## src/rtl/flash_seq_pkg.sv

```systemverilog
package flash_seq_pkg;

  typedef enum logic [2:0] {
    OP_WORD   = 3'd0,
    OP_BSTART = 3'd1,
    OP_BNEXT  = 3'd2,
    OP_BEND   = 3'd3,
    OP_SERASE = 3'd4,
    OP_MERASE = 3'd5,
    OP_RSV6   = 3'd6,
    OP_RSV7   = 3'd7
  } fop_e;

  typedef enum logic [1:0] {
    PK_NONE  = 2'd0,
    PK_PROG  = 2'd1,
    PK_ERASE = 2'd2
  } pkind_e;

  function automatic int unsigned umax(input int unsigned a, input int unsigned b);
    return (a > b) ? a : b;
  endfunction

endpackage

```

## src/rtl/flash_seq_gate.sv

```systemverilog
module flash_seq_gate
  import flash_seq_pkg::*;
(
  input  logic       cmd_valid,
  input  logic [2:0] cmd_op,
  input  logic       cmd_prot,
  input  logic       busy,
  input  logic       blk_open,
  input  logic       items_full,
  input  logic       locked,
  output logic       accept,
  output logic       reject
);

  logic fits;

  always_comb begin
    case (fop_e'(cmd_op))
      OP_WORD, OP_BSTART, OP_SERASE, OP_MERASE: fits = !blk_open;
      OP_BNEXT:                                 fits = blk_open && !items_full;
      OP_BEND:                                  fits = blk_open;
      default:                                  fits = 1'b0;
    endcase
    accept = cmd_valid && !busy && fits && !(cmd_prot && locked);
    reject = cmd_valid && !accept;
  end

endmodule

```

## src/rtl/flash_seq_timer.sv

```systemverilog
module flash_seq_timer
  import flash_seq_pkg::*;
#(
  parameter int unsigned CW = 14
) (
  input  logic          clk,
  input  logic          rst_n,
  input  logic          load,
  input  logic [CW-1:0] load_val,
  input  pkind_e        load_kind,
  output logic          busy,
  output logic          prog_pulse,
  output logic          erase_pulse
);

  logic [CW-1:0] remain_q, remain_d;
  pkind_e        kind_q, kind_d;

  always_comb begin
    remain_d = remain_q;
    kind_d   = kind_q;
    if (load) begin
      remain_d = load_val;
      kind_d   = load_kind;
    end else if (remain_q != '0) begin
      remain_d = remain_q - 1'b1;
    end
  end

  always_ff @(posedge clk or negedge rst_n) begin
    if (!rst_n) begin
      remain_q <= '0;
      kind_q   <= PK_NONE;
    end else begin
      remain_q <= remain_d;
      kind_q   <= kind_d;
    end
  end

  assign busy        = (remain_q != '0);
  assign prog_pulse  = busy && (kind_q == PK_PROG);
  assign erase_pulse = busy && (kind_q == PK_ERASE);

  p_load_idle_r7: assert property (@(posedge clk) disable iff (!rst_n)
    load |-> !busy);
  p_busy_drop_r2: assert property (@(posedge clk) disable iff (!rst_n)
    (remain_q == CW'(1)) |=> !busy);
  p_pulse_excl_r6: assert property (@(posedge clk) disable iff (!rst_n)
    !(prog_pulse && erase_pulse));

endmodule

```

## src/rtl/flash_seq_cum.sv

```systemverilog
module flash_seq_cum #(
  parameter int unsigned LIMIT  = 4760,
  parameter int unsigned BLK_AW = 4
) (
  input  logic              clk,
  input  logic              rst_n,
  input  logic              prog_start,
  input  logic              erase_start,
  input  logic [BLK_AW-1:0] blk,
  input  logic              prog_pulse,
  output logic              err
);

  localparam int unsigned CNW = $clog2(LIMIT + 2);
  localparam logic [CNW-1:0] SAT = CNW'(LIMIT + 1);

  logic [CNW-1:0]    cnt_q, cnt_d;
  logic [BLK_AW-1:0] blk_q, blk_d;
  logic              bval_q, bval_d;
  logic              err_q, err_d;

  always_comb begin
    cnt_d  = cnt_q;
    blk_d  = blk_q;
    bval_d = bval_q;
    if (erase_start) begin
      cnt_d  = '0;
      bval_d = 1'b0;
    end else if (prog_start && (!bval_q || blk != blk_q)) begin
      cnt_d  = '0;
      blk_d  = blk;
      bval_d = 1'b1;
    end else if (prog_pulse && cnt_q != SAT) begin
      cnt_d = cnt_q + 1'b1;
    end
    err_d = err_q || (cnt_q > CNW'(LIMIT));
  end

  always_ff @(posedge clk or negedge rst_n) begin
    if (!rst_n) begin
      cnt_q  <= '0;
      blk_q  <= '0;
      bval_q <= 1'b0;
      err_q  <= 1'b0;
    end else begin
      cnt_q  <= cnt_d;
      blk_q  <= blk_d;
      bval_q <= bval_d;
      err_q  <= err_d;
    end
  end

  assign err = err_q;

  p_err_sticky_r10: assert property (@(posedge clk) disable iff (!rst_n)
    err |=> err);

endmodule

```

## src/rtl/flash_seq_top.sv

```systemverilog
module flash_seq_top
  import flash_seq_pkg::*;
#(
  parameter int unsigned T_WORD    = 30,
  parameter int unsigned T_BFIRST  = 25,
  parameter int unsigned T_BNEXT   = 18,
  parameter int unsigned T_BEND    = 6,
  parameter int unsigned T_SEG     = 4819,
  parameter int unsigned T_MASS    = 10593,
  parameter int unsigned BLK_ITEMS = 64,
  parameter int unsigned CUM_LIMIT = 4760,
  parameter int unsigned BLK_AW    = 4
) (
  input  logic              clk,
  input  logic              rst_n,
  input  logic              cmd_valid,
  input  logic [2:0]        cmd_op,
  input  logic              cmd_prot,
  input  logic [BLK_AW-1:0] cmd_blk,
  input  logic              prot_unlock,
  input  logic              prot_lock,
  output logic              busy,
  output logic              prog_pulse,
  output logic              erase_pulse,
  output logic              blk_open,
  output logic              prot_locked,
  output logic              acc_viol,
  output logic              cum_err
);

  localparam int unsigned TMAX = umax(umax(umax(T_WORD, T_BFIRST), umax(T_BNEXT, T_BEND)),
                                      umax(T_SEG, T_MASS));
  localparam int unsigned CW   = $clog2(TMAX + 1);
  localparam int unsigned IW   = $clog2(BLK_ITEMS + 1);

  logic          accept, reject;
  logic [CW-1:0] dur;
  pkind_e        kind;
  logic          open_q, open_d;
  logic [IW-1:0] items_q, items_d;
  logic          lock_q, lock_d;
  logic          viol_q, viol_d;
  logic          items_full, prog_start, erase_start;
  fop_e          op;

  assign op         = fop_e'(cmd_op);
  assign items_full = (items_q == IW'(BLK_ITEMS));

  flash_seq_gate i_gate (
    .cmd_valid (cmd_valid),
    .cmd_op    (cmd_op),
    .cmd_prot  (cmd_prot),
    .busy      (busy),
    .blk_open  (open_q),
    .items_full(items_full),
    .locked    (lock_q),
    .accept    (accept),
    .reject    (reject)
  );

  always_comb begin
    case (op)
      OP_WORD:   begin dur = CW'(T_WORD);   kind = PK_PROG;  end
      OP_BSTART: begin dur = CW'(T_BFIRST); kind = PK_PROG;  end
      OP_BNEXT:  begin dur = CW'(T_BNEXT);  kind = PK_PROG;  end
      OP_BEND:   begin dur = CW'(T_BEND);   kind = PK_NONE;  end
      OP_SERASE: begin dur = CW'(T_SEG);    kind = PK_ERASE; end
      OP_MERASE: begin dur = CW'(T_MASS);   kind = PK_ERASE; end
      default:   begin dur = '0;            kind = PK_NONE;  end
    endcase
  end

  flash_seq_timer #(.CW(CW)) i_timer (
    .clk        (clk),
    .rst_n      (rst_n),
    .load       (accept),
    .load_val   (dur),
    .load_kind  (kind),
    .busy       (busy),
    .prog_pulse (prog_pulse),
    .erase_pulse(erase_pulse)
  );

  assign prog_start  = accept && (op == OP_WORD || op == OP_BSTART);
  assign erase_start = accept && (op == OP_SERASE || op == OP_MERASE);

  flash_seq_cum #(.LIMIT(CUM_LIMIT), .BLK_AW(BLK_AW)) i_cum (
    .clk        (clk),
    .rst_n      (rst_n),
    .prog_start (prog_start),
    .erase_start(erase_start),
    .blk        (cmd_blk),
    .prog_pulse (prog_pulse),
    .err        (cum_err)
  );

  always_comb begin
    open_d  = open_q;
    items_d = items_q;
    if (accept && op == OP_BSTART) begin
      open_d  = 1'b1;
      items_d = IW'(1);
    end else if (accept && op == OP_BNEXT) begin
      items_d = items_q + 1'b1;
    end else if (accept && op == OP_BEND) begin
      open_d  = 1'b0;
      items_d = '0;
    end
    lock_d = prot_lock ? 1'b1 : (prot_unlock ? 1'b0 : lock_q);
    viol_d = viol_q || reject;
  end

  always_ff @(posedge clk or negedge rst_n) begin
    if (!rst_n) begin
      open_q  <= 1'b0;
      items_q <= '0;
      lock_q  <= 1'b1;
      viol_q  <= 1'b0;
    end else begin
      open_q  <= open_d;
      items_q <= items_d;
      lock_q  <= lock_d;
      viol_q  <= viol_d;
    end
  end

  assign blk_open    = open_q;
  assign prot_locked = lock_q;
  assign acc_viol    = viol_q;

  p_viol_sticky_r7: assert property (@(posedge clk) disable iff (!rst_n)
    acc_viol |=> acc_viol);
  p_blk_items_r3: assert property (@(posedge clk) disable iff (!rst_n)
    items_q <= IW'(BLK_ITEMS));
  p_end_no_prog_r4: assert property (@(posedge clk) disable iff (!rst_n)
    (accept && op == OP_BEND) |=> (busy && !prog_pulse));

endmodule

```

## config.mk

```make
export PLATFORM = sky130hd
export DESIGN_NAME = flash_seq_top
export DESIGN_NICKNAME = d
export VERILOG_FILES = /design/src/rtl/flash_seq_pkg.sv /design/src/rtl/flash_seq_gate.sv /design/src/rtl/flash_seq_timer.sv /design/src/rtl/flash_seq_cum.sv /design/src/rtl/flash_seq_top.sv
export SDC_FILE = /design/constraint.sdc
export NUM_CORES = 1
export LEC_CHECK = 0
export ABC_AREA = 1
export BUFFER_PORTS_ARGS = -buffer_cell sky130_fd_sc_hd__buf_2
export CORE_UTILIZATION = 45
export CTS_CLUSTER_SIZE = 40
export DETAILED_ROUTE_END_ITERATION = 7
export PLACE_DENSITY_LB_ADDON = 0.15
export SYNTH_ARGS = -nofsm -noshare
export SYNTH_HDL_FRONTEND = slang
export SYNTH_SLANG_ARGS = --single-unit
```

## constraint.sdc

```tcl
create_clock -name clk -period 1.97 [get_ports clk]
set_clock_uncertainty 0.15 [all_clocks]
set_input_delay 0.394 -clock clk [delete_from_list [all_inputs] [get_ports clk]]
set_output_delay 0.394 -clock clk [all_outputs]
set_load 0.005 [all_outputs]
```

==> out/qor.txt <==
Synth Flop Type: dfrtp_1
nets: 468
clock-pin transition on the worst setup and hold timing paths: 80 ps
clock sink count: 45
final hold vios: 0
Static Leakage: 1.784 nW
DIE HEIGHT: 82.09 µm
Initial Util: 0.4763
Crit path buffers/inverters: 2
placed instance count: 493
largest area contributor in the netlist: dfrtp_1
pre-CTS WS: -4.002 ps
Clock Latency Late Sink: 290 ps
Worst Path Arrival: 1410 ps
TritonCTS Buffers: 5
Diodes inserted: 0
Max stage delay on crit path: 420 ps
Via Count: 2621
HPWL after DPL: 4723 µm
FFs w/ async S/R, synth: 1.000
status: finished, final reports clean
final worst path period share: 0.9901
crit start category: flip-flop
Cell Chain, Critical Path: nor2_1, nand2_2, nor2_4, nand2_4, inv_4, nor2_2, buf_2
filler instances: 555
Pwr Density: 596.9 nW/µm²
Required @ worst endpoint: 1430 ps
vias per inst: 5.011
vias in the first global route: 2434
flop and latch count out of synthesis: 45
# rows: 28
top post-synthesis cells by area: dfrtp_1 38%, nand2_1 12%, nor2_1 7.7%
wire length of the first global-routing pass: 10790 µm
Max rail drop VDD: 0.3783 mV
dominant cell by count in the synthesized netlist: nand2_1
H-tree levels: 2
Ports: 20
final setup violation count: 0
Max clock buf depth: 2
Cell variety after synth: 34
Avg Inst Size Synth: 7.420 µm²
CP Capture Type: output pin
area grow syn2layout: 22.67%
DIE AREA: 6739 µm²
syn_nets: 409
CTS tree: yes
DRT Wirelength: 6534 µm
Die Span X: 82.09 µm
Setup CP Type: reg -> out
fin crit period: 1951 ps
synth cell count leaders: 91 x nand2_1, 59 x nor2_1, 54 x inv_1, 44 x dfrtp_1, 28 x nand3_1
delay-heaviest family, CP: simple AND/OR/NAND/NOR gates
# DRC: 0
Pre-antenna DRT Iters: 4
RSZ-0062 raised after global routing: true
CTS Root Cell: clkbuf_8
Netlist Area Pre-Place: 2887 µm²
final max-slew violation count: 0
Setup WS post-layout: 19.42 ps
Slew headroom: 0.7698
crit-path max FO: 4
largest net degree at the start of global routing: 46
Mapped Cells: 389
initial antenna violation count: 0
sequential area share after synthesis: 0.3906
I/O Buffers: 19
Max Cap Viol: 0
share of layout cells above drive strength 1: 0.2589
CP max stage cell: dfrtp_1
fmax: 0.5127 GHz
CORE AREA: 6061 µm²
gr ovfl total: 0
Final Wtd Congestion: 0.9015
Wirelength per Cell: 12.49 µm
post-route ant nets: 0
share of the synthesized area in the top cell type: 0.3814
EDFF count, synth: 0
Iter 0 DRT Violations: 130
total global-route track usage: 0.2102
Synth Warn #: 0
Storage cell area: 1127 µm²
worst min path class: in -> reg
fin cells: 523
worst-margin pin slew: 344.1 ps
area of the multi-input gates: 1605 µm²
-- placed cells by master (no fill, tap or decap), drive strengths merged, types with 2 or more instances in the layout --
| cell type | Yosys | routed |
|---|---|---|
| nor2 | 67 | 67 |
| inv | 58 | 58 |
| xor2 | 13 | 13 |
| nand4 | 5 | 5 |
| o21bai | 2 | 2 |
| xnor2 | 5 | 5 |
| buf | 3 | 54 |
| clkbuf | 0 | 5 |
| a21oi | 11 | 11 |
| ha | 7 | 7 |
| or2 | 3 | 3 |
| o211ai | 2 | 2 |
| dfrtp | 44 | 44 |
| nand3 | 34 | 34 |
| o21ai | 24 | 24 |
| nor3 | 7 | 7 |
| nand2 | 99 | 99 |
-- cell families after synthesis --
family                   count (synthesis)  share of synthesized area
buffers and inverters                   61                    0.08929
adder cells (fa/ha/maj)                  7                    0.03034
AND/OR/NAND/NOR                        217                     0.3546
flip-flops                              45                     0.3906
AO/OA/AOI/OAI                           41                    0.08063
XOR/XNOR                                18                    0.05462
-- layer usage --
layer	track usage	share of wire	vias to the layer above
met2	0.3661	0.48	61
met3	0.03626	0.044	4
li1	-	-	1336
met5	0	0	-
met4	0.05965	0.0083	0
met1	0.2661	0.47	1220
-- area by class of cell --
class,instances,area share
Clock inverter,2,0.009894
Clock buffer,5,0.01943
Sequential cell,45,0.3184
Timing Repair Buffer,55,0.1102
Multi-Input combinational cell,283,0.4534
Inverter,58,0.06219
Tap cell,75,0.02650
-- through the flow --
step	setup TNS, ps	total power [mW]	hold WS, ps	area, µm²	util
2_1_floorplan	0	1.341	-51.59	2887	-
3_3_place_gp	0	1.453	245.1	3148	0.5194
3_5_place_dp	-7.518	1.469	244.8	3148	0.5194
4_1_cts	0	2.147	80.22	3359	0.5543
5_1_grt	-174.6	2.235	92.43	3541	0.5842
6_report	0	2.114	86.27	3541	0.5842
-- sequential cells by signal, indices dropped and copies added, names as in the netlist --
name              flops
i_timer.remain_q     14
acc_viol              1
prot_locked           1
i_cum.cnt_q          13
items_q               7
i_timer.kind_q        2
i_cum.bval_q          1
i_cum.err             1
i_cum.blk_q           4
blk_open              1
-- where the power goes --
group          switching [mW]  internal [mW]  total, mW
clock network           0.291          0.369      0.660
registers               0.106           1.01       1.11
logic                   0.208          0.132      0.340
total                   0.605           1.51       2.11
-- worst paths after layout --
check                                     from                  end  slack [ps]  depth (start not counted)
setup / recovery           i_timer.remain_q[8]          erase_pulse          20                          7
hold / removal                     prot_unlock          prot_locked          90                          2
setup reg to reg           i_timer.remain_q[8]  i_timer.remain_q[7]          80                         12
hold reg to reg                      i_cum.err            i_cum.err         310                          1
max in group asynchronous                rst_n          prot_locked         930                          3
min in group asynchronous                rst_n       i_cum.cnt_q[1]         460                          3
-- repair_timing --
| action | in CTS | in global routing |
|---|---|---|
| endpoints found under the hold margin | 44 | 0 |
| gates resized for setup | 9 | 22 |
| setup endpoints to repair | 9 | 37 |
| buffers inserted | 9 | 13 |
| hold buffers | 1 | 0 |
| pin swaps | 4 | 15 |
Note: power is estimated with default switching activity, not from simulation.
